===== src/rtl/ctxsw_pkg.sv =====
package ctxsw_pkg;

  localparam int unsigned NUM_STEPS = 5;
  localparam int unsigned STEP_W    = $clog2(NUM_STEPS);

  typedef logic [STEP_W-1:0] step_t;

  // Step identifiers; the numeric value is also the request bit position.
  localparam step_t STEP_CLEAN = step_t'(0);
  localparam step_t STEP_DINV  = step_t'(1);
  localparam step_t STEP_IINV  = step_t'(2);
  localparam step_t STEP_DRAIN = step_t'(3);
  localparam step_t STEP_TLB   = step_t'(4);

  // Entry point of the chain: the clean step exists only for write-back.
  function automatic step_t first_step(input logic write_back);
    return write_back ? STEP_CLEAN : STEP_DINV;
  endfunction

  function automatic logic is_final(input step_t s);
    return s == STEP_TLB;
  endfunction

  function automatic step_t next_step(input step_t s);
    return s + step_t'(1);
  endfunction

endpackage


===== src/rtl/ctxsw_step_ctrl.sv =====
module ctxsw_step_ctrl
  import ctxsw_pkg::*;
(
  input  logic  clk,
  input  logic  rst_n,
  input  logic  start_i,
  input  logic  wb_cfg_i,
  input  logic  hit_i,
  output logic  active_o,
  output step_t cur_o,
  output logic  wb_lat_o,
  output logic  accept_o,
  output logic  finish_o,
  output logic  complete_o
);

  logic  active_q;
  step_t cur_q;
  logic  wb_q;
  logic  complete_q;

  assign accept_o   = start_i && !active_q;
  assign finish_o   = active_q && hit_i && is_final(cur_q);
  assign active_o   = active_q;
  assign cur_o      = cur_q;
  assign wb_lat_o   = wb_q;
  assign complete_o = complete_q;

  always_ff @(posedge clk) begin
    if (!rst_n) begin
      active_q   <= 1'b0;
      cur_q      <= STEP_CLEAN;
      wb_q       <= 1'b0;
      complete_q <= 1'b0;
    end else begin
      complete_q <= 1'b0;
      if (accept_o) begin
        active_q <= 1'b1;
        cur_q    <= first_step(wb_cfg_i);
        wb_q     <= wb_cfg_i;
      end else if (active_q && hit_i) begin
        if (is_final(cur_q)) begin
          active_q   <= 1'b0;
          complete_q <= 1'b1;
        end else begin
          cur_q <= next_step(cur_q);
        end
      end
    end
  end

  // an accepted start makes the block busy on the next cycle
  assert_busy_after_start_R2: assert property (@(posedge clk) disable iff (!rst_n)
    (start_i && !active_q) |=> active_q);

  // without a hit the step in progress is kept, whatever start does
  assert_hold_without_hit_R7: assert property (@(posedge clk) disable iff (!rst_n)
    (active_q && !hit_i) |=> (active_q && cur_q == $past(cur_q)));

  // latched mode is frozen for the whole sequence
  assert_mode_frozen_R6: assert property (@(posedge clk) disable iff (!rst_n)
    (active_q && $past(active_q)) |-> $stable(wb_q));

  // completion is a single-cycle pulse seen while idle
  assert_complete_single_R8: assert property (@(posedge clk) disable iff (!rst_n)
    complete_q |=> !complete_q);
  assert_complete_idle_R8: assert property (@(posedge clk) disable iff (!rst_n)
    complete_q |-> !active_q);

endmodule


===== src/rtl/ctxsw_req_lanes.sv =====
module ctxsw_req_lanes
  import ctxsw_pkg::*;
(
  input  logic                 clk,
  input  logic                 rst_n,
  input  logic                 active_i,
  input  step_t                cur_i,
  input  logic [NUM_STEPS-1:0] done_i,
  output logic [NUM_STEPS-1:0] req_o,
  output logic                 hit_o
);

  logic [NUM_STEPS-1:0] lane_hit;

  for (genvar g = 0; g < NUM_STEPS; g++) begin : g_lane
    assign req_o[g]    = active_i && (cur_i == step_t'(g));
    assign lane_hit[g] = req_o[g] && done_i[g];

    // a lane keeps requesting until its own done arrives
    assert_req_held_R4: assert property (@(posedge clk) disable iff (!rst_n)
      (req_o[g] && !done_i[g]) |=> req_o[g]);
  end

  // only the lane in progress can produce a hit
  assign hit_o = |lane_hit;

  // steps never overlap
  assert_single_req_R4: assert property (@(posedge clk) disable iff (!rst_n)
    $onehot0(req_o));

endmodule


===== src/rtl/ctxsw_cycle_meter.sv =====
module ctxsw_cycle_meter #(
  parameter int unsigned CNT_W = 16
) (
  input  logic             clk,
  input  logic             rst_n,
  input  logic             clear_i,
  input  logic             busy_i,
  input  logic             finish_i,
  output logic [CNT_W-1:0] len_o
);

  localparam logic [CNT_W-1:0] CNT_MAX = {CNT_W{1'b1}};

  logic [CNT_W-1:0] run_q;
  logic [CNT_W-1:0] len_q;

  function automatic logic [CNT_W-1:0] sat_inc(input logic [CNT_W-1:0] v);
    return (v == CNT_MAX) ? v : v + 1'b1;
  endfunction

  always_ff @(posedge clk) begin
    if (!rst_n) begin
      run_q <= '0;
      len_q <= '0;
    end else begin
      if (clear_i)     run_q <= '0;
      else if (busy_i) run_q <= sat_inc(run_q);
      if (finish_i)    len_q <= sat_inc(run_q);
    end
  end

  assign len_o = len_q;

  // the reported length only moves at the end of a sequence
  assert_len_held_R9: assert property (@(posedge clk) disable iff (!rst_n)
    !finish_i |=> $stable(len_q));

endmodule


===== src/rtl/ctxsw_flush_seq.sv =====
module ctxsw_flush_seq
  import ctxsw_pkg::*;
#(
  parameter int unsigned CNT_W = 16
) (
  input  logic                 clk,
  input  logic                 rst_n,
  input  logic                 start_i,
  input  logic                 wb_cfg_i,
  input  logic [NUM_STEPS-1:0] step_done_i,
  output logic [NUM_STEPS-1:0] step_req_o,
  output logic                 busy_o,
  output logic                 complete_o,
  output logic [CNT_W-1:0]     seq_cycles_o
);

  // Named internal events, visible to assertions
  logic  seq_active;
  step_t seq_step;
  logic  seq_wb;
  logic  seq_accept;
  logic  seq_finish;
  logic  step_hit;

  ctxsw_step_ctrl u_ctrl (
    .clk        (clk),
    .rst_n      (rst_n),
    .start_i    (start_i),
    .wb_cfg_i   (wb_cfg_i),
    .hit_i      (step_hit),
    .active_o   (seq_active),
    .cur_o      (seq_step),
    .wb_lat_o   (seq_wb),
    .accept_o   (seq_accept),
    .finish_o   (seq_finish),
    .complete_o (complete_o)
  );

  ctxsw_req_lanes u_lanes (
    .clk      (clk),
    .rst_n    (rst_n),
    .active_i (seq_active),
    .cur_i    (seq_step),
    .done_i   (step_done_i),
    .req_o    (step_req_o),
    .hit_o    (step_hit)
  );

  ctxsw_cycle_meter #(.CNT_W(CNT_W)) u_meter (
    .clk      (clk),
    .rst_n    (rst_n),
    .clear_i  (seq_accept),
    .busy_i   (seq_active),
    .finish_i (seq_finish),
    .len_o    (seq_cycles_o)
  );

  assign busy_o = seq_active;

  // no clean request in a write-through sequence
  assert_no_clean_wt_R5: assert property (@(posedge clk) disable iff (!rst_n)
    (busy_o && !seq_wb) |-> !step_req_o[0]);

  // completion follows the final TLB handshake
  assert_complete_after_tlb_R8: assert property (@(posedge clk) disable iff (!rst_n)
    (step_req_o[4] && step_done_i[4]) |=> complete_o);

  // requests only while busy
  assert_req_only_busy_R4: assert property (@(posedge clk) disable iff (!rst_n)
    !busy_o |-> (step_req_o == '0));

endmodule


===== config.mk =====
export PLATFORM = sky130hd
export DESIGN_NAME = ctxsw_flush_seq
export DESIGN_NICKNAME = d
export VERILOG_FILES = /design/src/rtl/ctxsw_pkg.sv /design/src/rtl/ctxsw_step_ctrl.sv /design/src/rtl/ctxsw_req_lanes.sv /design/src/rtl/ctxsw_cycle_meter.sv /design/src/rtl/ctxsw_flush_seq.sv
export SDC_FILE = /design/constraint.sdc
export NUM_CORES = 1
export LEC_CHECK = 0
export ABC_AREA = 1
export BUFFER_PORTS_ARGS = -buffer_cell sky130_fd_sc_hd__buf_2
export CAP_MARGIN = 20
export CORE_MARGIN = 2
export CORE_UTILIZATION = 30
export CTS_BUF_LIST = sky130_fd_sc_hd__clkbuf_16
export CTS_CLUSTER_SIZE = 25
export DETAILED_ROUTE_END_ITERATION = 6
export MAX_ROUTING_LAYER = met4
export PLACE_DENSITY = 0.53
export SYNTH_ARGS = -nofsm -noshare
export SYNTH_HDL_FRONTEND = slang
export SYNTH_SLANG_ARGS = --single-unit

===== constraint.sdc =====
create_clock -name clk -period 3.8 [get_ports clk]
set_input_delay 0.19 -clock clk [delete_from_list [all_inputs] [get_ports clk]]
set_output_delay 0.19 -clock clk [all_outputs]
set_load 0.005 [all_outputs]

==> results by group <==
Finish
  • Fillers: 706
  • Most common cell after layout, fill and taps aside: nand2_1
  • NumNets Final: 344
  • Area growth, synth to finish: 19.8%
  • Most frequent cells in the layout: nand2_1, nor2_1, dfxtp_1
  • Diode count: 0
  • Final Non-Filler Cells: 407
  • Layout cells sized above 1: 16.7%
  • Final instance area: 2370 µm²

Floorplanning
  • Die W: 85.3 µm
  • Starting Density: 31.2%
  • CORE AREA: 6350 µm²
  • Ports: 32
  • Site Rows: 29
  • Total die area: 7270 µm²
  • Chip height: 85.3 µm

Routing
  • Vias: 1896
  • DR DRC count: 0
  • Via density: 4.66
  • TritonRoute pass-1 iters: 4
  • Detail Route Antenna Nets: 0
  • Routed wire length: between 4 and 5 mm
  • Initial DRC Count: 150
  • Routed len/inst: about 11 µm

Clock tree
  • Post-CTS Setup Bufs: 0
  • Root Buffer: clkbuf_16
  • Clock Pin Slew Worst Setup and Hold Paths: 0.06 ns
  • Worst skew pair latency: 0.28 ns
  • TritonCTS clock tree: done
  • Clock Tree Buf Depth: 2
  • Clock Sinks: 37
  • CTS Hold Bufs: 0
  • # resized after CTS: 0
  • H-tree Lvls: 2
  • Cts bufs inserted: 5

Synth
  • Cell area after synthesis: between 1500 and 2000 µm²
  • Post-synthesis sequential area ratio: 37.4%
  • Number of distinct library cells after synthesis: 26
  • Largest area contributor in the netlist: dfxtp_1
  • Mean area per synthesized cell: 6.65 µm²
  • Ranking of synthesized cells by area: dfxtp_1, nand2_1, nor2_1
  • Synth Warn #: 0
  • Synth Register Bits: 37
  • Post-Synthesis Cells: between 200 and 300
  • Net Count, Synth: ~310
  • Yosys top cell area share: a little under two fifths

Critical path
  • CP delay by family, top: simple AND/OR/NAND/NOR gates
  • CP Cell Sequence: inv_2 > nand2_4 > inv_2 > nor2_4 > inv_2 > nor3_4 > nand2_1 > nand2_1
  • Top cell by count, worst path: inv_2
  • Slack of the worst reg-to-reg path: between 1 and 1.5 ns
  • CP endpoint kind: flip-flop
  • CP max-delay cell: dfxtp_1
  • Critical Path Start Type: flip-flop
  • Setup CP Type: reg2reg
  • WP buf/inv: 3
  • Worst Path Max Fanout: 23
  • Crit path DAT: 2.73 ns
  • Worst EP required: 4.02 ns
  • CP peak stage delay: roughly 0.74 ns

Run status
  • Status: complete, no violations

Timing
  • Tmin final: 2.50 ns
  • Peak Freq: 0.400 GHz
  • Setup_tns: 0 ns
  • Endpoints failing setup: 0
  • Fraction of the cycle the final worst path needs: 65.8%
  • Worst Skew: 0.00721 ns
  • Max-slew violations: 0
  • Fin. Hold Viols: 0
  • RSZ-0062 raised after global routing: no
  • Max-slew headroom: a little under three fifths
  • Final worst slack: 1.30 ns
  • Worst Max-Slew Pin Slew: ~0.67 ns

Placement
  • Detail Placement HPWL: roughly 3.5 mm
  • Dpl cell area: 2180 µm²
  • Port bufs: 31
  • GPL Wtd Cong: 0.845
  • Placed instance count: approximately 400
  • Placement Setup Slack: approximately 1.3 ns

Pwr
  • Max IR drop VDD: 0.197 mV
  • Leakage power: 1.17 nW
  • PwrDens: 436 nW/µm²

Flow run
  • Max cap viols: 0

Global route
  • GRT Total Usage: between 10% and 20%
  • Vias in the first global route: 1687
  • Largest net degree at the start of global routing: 24
  • First-pass GRT wire length: about 8 mm
  • Antenna violations before repair: 0
  • Overflow after GRT: 0

Hold path
  • Hold WC Path Type: in2reg
[cell type report]
class	instances	area [µm²]	area share [%]
clock buffers	5	125	5.27
clock inverters	3	65.1	2.74
inverters	34	128	5.38
multi-input cells	220	1060	44.8
flip-flops and latches	37	741	31.2
well taps	77	96.3	4.06
repair buffers	31	155	6.54
[Yosys cell counts, drive strengths merged]
cell / count
a21oi: 6
a31oi: 3
buf: 5
clkbuf: 2
dfxtp: 37
ha: 6
inv: 34
nand2: 99
nand3: 21
nand4: 7
nor2: 45
nor3: 4
o21a: 1
o21ai: 21
or2: 3
xnor2: 2
xor2: 2
[through the flow]
step	hold slack (ns)	power [mW]	utilization, %
6_report	0.151	1.04	37.4
5_1_grt	0.171	1.08	37.4
4_1_cts	0.151	1.05	37.4
3_5_place_dp	0.427	0.507	34.4
3_3_place_gp	0.426	0.508	34.4
2_1_floorplan	0.300	0.483	-
[flip-flops by register name (all words and copies together), names as in the netlist]
signal,flops
u_meter.len_o,16
u_ctrl.complete_o,1
u_ctrl.active_o,1
u_meter.run_q,16
u_ctrl.cur_o,3
[worst reg2reg max path: stages, from the launching register on]
cell and delay (ns):
dfxtp_1 0.74, inv_2 0.32, nand2_4 0.16, inv_2 0.06
nor2_4 0.21, inv_2 0.14, nor3_4 0.59, nand2_1 0.13
nand2_1 0.09
[per-layer routing]
layer	up-vias	GRT usage [%]	share of wire [%]
met5	-	-	0
met4	0	5.63	1.7
met3	8	3.89	6.9
met2	64	19.6	41
met1	814	20.1	50
li1	1010	-	-
[where the power goes]
part,internal (mW),total (mW),switching (mW)
registers,0.400,0.417,0.0171
clock network,0.375,0.537,0.162
logic,0.0299,0.0815,0.0516
total,0.805,1.04,0.231
[cell families (layout without fill, tap and decap cells)]
logic type | count (synthesis) | in the layout | share of synthesized area [%]
fa+ha+maj | 6 | 6 | 3.79
flops | 37 | 37 | 37.4
compound gates | 31 | 31 | 8.15
buf+inv | 41 | 73 | 8.91
xor+xnor | 4 | 4 | 1.77
simple gates | 179 | 179 | 40.0
[worst paths after layout]
check	from	endpoint	depth (start not counted)
setup / recovery	u_ctrl.active_o	u_meter.len_o[10]	8
hold / removal	start_i	u_ctrl.active_o	2
setup reg to reg	u_ctrl.active_o	u_meter.len_o[10]	8
hold reg to reg	u_meter.len_o[15]	u_meter.len_o[15]	2
Note: power is estimated with default switching activity, not from simulation.
